`src/rtl/pwm16_pkg.sv`:
```
package pwm16_pkg;
    // control byte bit positions
    localparam int EN_BIT   = 0;
    localparam int PWM_BIT  = 1;
    localparam int WIDE_BIT = 2;
    localparam int IE_BIT   = 3;
    localparam int FLAG_BIT = 7;

    typedef struct packed {
        logic flag;
        logic ie;
        logic wide;
        logic pwm;
        logic en;
    } ctl_t;
endpackage

```
`src/rtl/pwm16_regs.sv`:
```
module pwm16_regs
    import pwm16_pkg::*;
#(
    parameter int CNT_W  = 16,
    parameter int DATA_W = 8,
    localparam int NB    = CNT_W / DATA_W,
    localparam int AW    = $clog2(NB + 1)
) (
    input  logic              clk,
    input  logic              rst_n,
    input  logic              wr_en,
    input  logic [AW-1:0]     wr_addr,
    input  logic [DATA_W-1:0] wr_data,
    input  logic [AW-1:0]     rd_addr,
    input  logic              match_evt,
    output logic [DATA_W-1:0] rd_data,
    output logic [CNT_W-1:0]  cmp_val,
    output logic              cmp_en,
    output logic              pwm_sel,
    output logic              wide_sel,
    output logic              int_en,
    output logic              match_flag
);
    localparam logic [AW-1:0] CTRL_ADDR = AW'(NB);
    localparam logic [AW-1:0] TOP_ADDR  = AW'(NB - 1);

    typedef struct packed {
        logic [CNT_W-1:0] cmp;
        ctl_t             ctl;
    } reg_st_t;

    reg_st_t st_d, st_q;

    always_comb begin
        st_d = st_q;
        if (wr_en) begin
            for (int b = 0; b < NB; b++) begin
                if (wr_addr == AW'(b))
                    st_d.cmp[b*DATA_W +: DATA_W] = wr_data;
            end
            if (wr_addr == '0)
                st_d.ctl.en = 1'b0;          // disarm on low byte
            else if (wr_addr == TOP_ADDR)
                st_d.ctl.en = 1'b1;          // re-arm on high byte
            if (wr_addr == CTRL_ADDR) begin
                st_d.ctl.en   = wr_data[EN_BIT];
                st_d.ctl.pwm  = wr_data[PWM_BIT];
                st_d.ctl.wide = wr_data[WIDE_BIT];
                st_d.ctl.ie   = wr_data[IE_BIT];
                st_d.ctl.flag = st_q.ctl.flag & wr_data[FLAG_BIT];
            end
        end
        if (match_evt)
            st_d.ctl.flag = 1'b1;            // hardware set wins over clear
    end

    always_ff @(posedge clk or negedge rst_n) begin
        if (!rst_n) st_q <= '0;
        else        st_q <= st_d;
    end

    always_comb begin
        rd_data = '0;
        for (int b = 0; b < NB; b++) begin
            if (rd_addr == AW'(b))
                rd_data = st_q.cmp[b*DATA_W +: DATA_W];
        end
        if (rd_addr == CTRL_ADDR) begin
            rd_data[EN_BIT]   = st_q.ctl.en;
            rd_data[PWM_BIT]  = st_q.ctl.pwm;
            rd_data[WIDE_BIT] = st_q.ctl.wide;
            rd_data[IE_BIT]   = st_q.ctl.ie;
            rd_data[FLAG_BIT] = st_q.ctl.flag;
        end
    end

    assign cmp_val    = st_q.cmp;
    assign cmp_en     = st_q.ctl.en;
    assign pwm_sel    = st_q.ctl.pwm;
    assign wide_sel   = st_q.ctl.wide;
    assign int_en     = st_q.ctl.ie;
    assign match_flag = st_q.ctl.flag;
endmodule

```
`src/rtl/pwm16_evt.sv`:
```
module pwm16_evt #(
    parameter int CNT_W = 16
) (
    input  logic             tick,
    input  logic [CNT_W-1:0] count,
    input  logic [CNT_W-1:0] cmp_val,
    input  logic             cmp_en,
    input  logic             pwm_sel,
    input  logic             wide_sel,
    output logic             match_evt,
    output logic             wrap_evt
);
    logic [CNT_W-1:0] count_nxt;
    logic             mode_on;

    always_comb begin
        count_nxt = count + CNT_W'(1);
        mode_on   = pwm_sel & wide_sel;
        match_evt = tick & mode_on & cmp_en & (count_nxt == cmp_val);
        wrap_evt  = tick & mode_on & (&count);
    end
endmodule

```
`src/rtl/pwm16_outq.sv`:
```
module pwm16_outq (
    input  logic clk,
    input  logic rst_n,
    input  logic match_evt,
    input  logic wrap_evt,
    output logic pwm_out
);
    typedef struct packed {
        logic lvl;
    } out_st_t;

    out_st_t o_d, o_q;

    always_comb begin
        o_d = o_q;
        if (match_evt)     o_d.lvl = 1'b1;   // match has priority
        else if (wrap_evt) o_d.lvl = 1'b0;
    end

    always_ff @(posedge clk or negedge rst_n) begin
        if (!rst_n) o_q <= '0;
        else        o_q <= o_d;
    end

    assign pwm_out = o_q.lvl;
endmodule

```
`src/rtl/pwm16_channel.sv`:
```
module pwm16_channel #(
    parameter int CNT_W  = 16,
    parameter int DATA_W = 8,
    localparam int NB    = CNT_W / DATA_W,
    localparam int AW    = $clog2(NB + 1)
) (
    input  logic              clk,
    input  logic              rst_n,
    input  logic [CNT_W-1:0]  tbase_count,
    input  logic              tbase_tick,
    input  logic              wr_en,
    input  logic [AW-1:0]     wr_addr,
    input  logic [DATA_W-1:0] wr_data,
    input  logic [AW-1:0]     rd_addr,
    output logic [DATA_W-1:0] rd_data,
    output logic              pwm_out,
    output logic              irq
);
    logic [CNT_W-1:0] cmp_val;
    logic cmp_en, pwm_sel, wide_sel, int_en, match_flag;
    logic match_evt, wrap_evt;

    pwm16_regs #(.CNT_W(CNT_W), .DATA_W(DATA_W)) u_regs (
        .clk        (clk),
        .rst_n      (rst_n),
        .wr_en      (wr_en),
        .wr_addr    (wr_addr),
        .wr_data    (wr_data),
        .rd_addr    (rd_addr),
        .match_evt  (match_evt),
        .rd_data    (rd_data),
        .cmp_val    (cmp_val),
        .cmp_en     (cmp_en),
        .pwm_sel    (pwm_sel),
        .wide_sel   (wide_sel),
        .int_en     (int_en),
        .match_flag (match_flag)
    );

    pwm16_evt #(.CNT_W(CNT_W)) u_evt (
        .tick      (tbase_tick),
        .count     (tbase_count),
        .cmp_val   (cmp_val),
        .cmp_en    (cmp_en),
        .pwm_sel   (pwm_sel),
        .wide_sel  (wide_sel),
        .match_evt (match_evt),
        .wrap_evt  (wrap_evt)
    );

    pwm16_outq u_outq (
        .clk       (clk),
        .rst_n     (rst_n),
        .match_evt (match_evt),
        .wrap_evt  (wrap_evt),
        .pwm_out   (pwm_out)
    );

    assign irq = match_flag & int_en;
endmodule

```
`config.mk`:
```
export PLATFORM = sky130hd
export DESIGN_NAME = pwm16_channel
export DESIGN_NICKNAME = d
export VERILOG_FILES = /design/src/rtl/pwm16_pkg.sv /design/src/rtl/pwm16_regs.sv /design/src/rtl/pwm16_evt.sv /design/src/rtl/pwm16_outq.sv /design/src/rtl/pwm16_channel.sv
export SDC_FILE = /design/constraint.sdc
export NUM_CORES = 1
export LEC_CHECK = 0
export BUFFER_PORTS_ARGS = -buffer_cell sky130_fd_sc_hd__buf_4
export CAP_MARGIN = 20
export CORE_MARGIN = 3
export CORE_UTILIZATION = 47
export DETAILED_ROUTE_END_ITERATION = 8
export GPL_TIMING_DRIVEN = 0
export PLACE_DENSITY_LB_ADDON = 0.15
export RECOVER_POWER = 50
export SLEW_MARGIN = 25
export SYNTH_ARGS = -nofsm -noshare
export SYNTH_HDL_FRONTEND = slang
export SYNTH_SLANG_ARGS = --single-unit
```
`constraint.sdc`:
```
create_clock -name clk -period 1.51 [get_ports clk]
set_input_delay 0.302 -clock clk [delete_from_list [all_inputs] [get_ports clk]]
set_output_delay 0.302 -clock clk [all_outputs]
set_load 0.01 [all_outputs]
```
==> summary.txt <==
Status
  • Outcome: complete, but fails checks
  • Failing checks: setup timing

Timing
  • Worst Slack Setup Final: -0.184 ns
  • Max-slew violations: 0
  • Clock skew: 0.00558 ns
  • Slew @ Worst Pin: 0.545 ns
  • Fin crit share: 112%
  • Max Freq: roughly 590 MHz
  • Setup TNS: -0.371 ns
  • Final setup fails: 3
  • Final min period: 1.69 ns
  • Final hold viol count: 0
  • RSZ-0062 raised after global routing: true
  • Slew Limit Headroom: 63.7%

Floorplanning
  • Starting density of the core: 49.7%
  • Die height: 63.3 µm
  • Io pins: 42
  • Die W: 63.3 µm
  • # rows: 20
  • Core ar.: 3100 µm²
  • Die area: 4010 µm²

Route
  • # DRC: 0
  • Wire length on met1: 1680 µm
  • Routed Antenna Nets: 0
  • Routed vias/inst: 5.79
  • 1st-iter DRT viols: 98
  • Total routed wirelength: 4030 µm
  • Average wire per standard cell: ~17 µm
  • Met2 routed WL: roughly 2000 µm
  • Detailed-route via count: about 1400
  • DRT Pass-1 Iters: 4
  • Max Used Layer: met4
  • Met3 wire len: ~230 µm

Cells and area
  • # diodes: 0
  • # fillers: 302
  • Layout cells sized above 1: 38.2%
  • Layout area overhead: 28.5%
  • Final #Nets: 234

Worst hold path
  • Hold Crit Class: input pin to flop
  • Hold Startpoint: wr_data[2]

GRT
  • Gr usage total: between 20% and 30%
  • Remaining global-route overflow: 0
  • First-pass GRT wire length: 6760 µm
  • Initial antenna violation count: 0
  • Vias in the first global route: 1431
  • Pin count of the biggest net entering global routing: 23

CTS
  • CTS max path bufs: 2
  • Clk root buf: clkbuf_4
  • Clock-pin slew on the worst setup and hold paths: 0.11 ns
  • CTS sink count: 22
  • H-Tree Depth: 1
  • Num CTS Buffers: 3
  • Worst-skew pair later-pin latency: 0.31 ns
  • CTS tree: built

Critical path
  • Reg2reg setup slack: -0.18 ns
  • Worst Setup Path Type: flop to flop
  • CP startpoint: u_regs.cmp_val[11]
  • CP Data Arrival Time: just under 2 ns
  • Critical path launch point type: flop
  • Worst-path fanout max: 3
  • Reg-to-Reg Start: u_regs.cmp_val[11]
  • Required @ worst endpoint: 1.76 ns
  • Crit end category: flop

Power
  • Pleak: 0.843 nW
  • Maximum VDD drop: 0.000747 V
  • Pwr per Cell Area: 844 nW/µm²
  • Tot Pwr: about 1.7 mW

Logic synthesis
  • Synth Register Bits: 22
  • Mapped cell area: about 1500 µm²
  • Post-Syn Instances: around 160
  • Avg Inst Size Synth: 9.95 µm²
  • Syn Nets: 188
  • YS warnings: 0
  • Distinct cells, synth: 41
  • Post-synthesis sequential area ratio: a little over a third

Placement
  • PortBufs: 38
  • Gpl congestion: roughly 0.86
  • Post-DP HPWL: 3240 µm

Run
  • Max-Cap Viols: 0
-- state kept, by name (all words and copies together), names as in the netlist --
| name | flops |
|---|---|
| u_regs.pwm_sel | 1 |
| u_regs.cmp_val | 16 |
| u_outq.pwm_out | 1 |
| u_regs.cmp_en | 1 |
| u_regs.match_flag | 1 |
| u_regs.wide_sel | 1 |
| u_regs.int_en | 1 |
-- placed cells by master (no fill, tap or decap), drive strengths merged, types with 2 or more instances in the layout --
cell type and count:
a21oi 5, and2 2, and3 5, and4 3
buf 38, clkbuf 9, dfrtp 22, mux2 18
mux2i 8, nand2 15, nand3 4, nand4 7
nor2 4, nor2b 3, nor3 4, nor4 2
o211ai 3, o21a 2, o21ai 10, o31ai 2
xnor2 13, xor2 5
-- cell usage after synthesis, drive strengths merged --
cell | n | area, µm²
nand4 | 7 | 50.1
nand3b | 1 | 7.51
o22ai | 1 | 6.26
inv | 1 | 3.75
a211oi | 1 | 7.51
o21ai | 10 | 50.1
nor3b | 1 | 7.51
nand2 | 15 | 58.8
o31a | 1 | 10.0
clkbuf | 3 | 11.3
and2 | 2 | 12.5
ha | 1 | 12.5
o21a | 2 | 15.0
buf | 1 | 11.3
nor3 | 4 | 20.0
or2 | 1 | 8.76
mux2 | 18 | 203
nor2 | 4 | 15.0
mux2i | 8 | 80.1
nor2b | 3 | 18.8
and3 | 5 | 31.3
a2111oi | 1 | 15.0
dfrtp | 22 | 551
nor4b | 1 | 8.76
nor4 | 2 | 12.5
o31ai | 2 | 15.0
o211ai | 3 | 22.5
a21boi | 1 | 7.51
a41oi | 1 | 8.76
a21oi | 5 | 25.0
o2111ai | 1 | 8.76
xor2 | 5 | 43.8
and4 | 3 | 30.0
nand3 | 4 | 32.5
or4 | 1 | 7.51
xnor2 | 13 | 114
-- report_power, final --
part / leakage, nW / internal, mW / switching [mW]
registers: 0.264 / 0.688 / 0.113
clock network: 0.0138 / 0.0934 / 0.167
logic: 0.564 / 0.337 / 0.275
total: 0.843 / 1.12 / 0.555
-- area by class of cell --
type                            count  area (µm²)  share of cell area (%)
Buffer                              4        25.0                    1.26
Inverter                            1        3.75                   0.189
Multi-Input combinational cell    128        1020                    51.5
Clock buffer                        3        22.5                    1.14
Timing Repair Buffer               41         304                    15.3
Tap cell                           44        55.1                    2.78
Sequential cell                    22         551                    27.8
-- per-layer routing --
layer / vias up / global-route usage [%]
li1: 668 / -
met4: 0 / 10.5
met1: 672 / 26.8
met2: 55 / 36.4
met3: 13 / 2.50
met5: - / 0
-- worst max-delay path: stages (launching register included) --
cell	delay (ns)
dfrtp_1	0.44
xnor2_1	0.28
nor2_1	0.07
o31a_2	0.30
a211oi_1	0.25
o2111ai_2	0.20
nand2_1	0.10
-- per-stage QoR --
step                      instance area (µm²)  utilization (%)  setup WS [ns]  std cells  hold WS (ns)
after global placement                   1900             61.1         -0.340        237         0.201
after global routing                     1980             63.9         -0.282        243         0.213
after detailed placement                 1900             61.1         -0.349        237         0.206
after CTS                                1940             62.6         -0.169        241         0.214
after floorplan                          1560                -        0.00660        155       0.00641
final                                    1980             63.9         -0.184        243         0.223
-- cells by family (layout without fill, tap and decap cells) --
logic type / Yosys count / count (layout) / synth area share (%)
AND/OR/NAND/NOR: 54 / 54 / 20.8
multiplexers: 26 / 26 / 18.3
buffers and inverters: 5 / 49 / 1.70
flip-flops: 22 / 22 / 35.7
adder cells (fa/ha/maj): 1 / 1 / 0.811
AO/OA/AOI/OAI: 29 / 29 / 12.4
XOR/XNOR: 18 / 18 / 10.2
-- repair_timing --
item,4_1_cts,5_1_grt
setup buffers,0,2
endpoints found under the hold margin,22,0
hold buffers,1,0
resized for setup,5,10
endpoints found under the setup margin,7,7
-- worst paths after layout --
check	endpoint	depth (start not counted)
worst max-delay path	u_regs.match_flag	6
worst min-delay path	u_regs.cmp_val[2]	3
worst max register to register	u_regs.match_flag	6
worst min register to register	u_regs.int_en	1
max in group asynchronous	u_regs.cmp_val[2]	2
min in group asynchronous	u_regs.cmp_val[13]	2
Note: power is estimated with default switching activity, not from simulation.
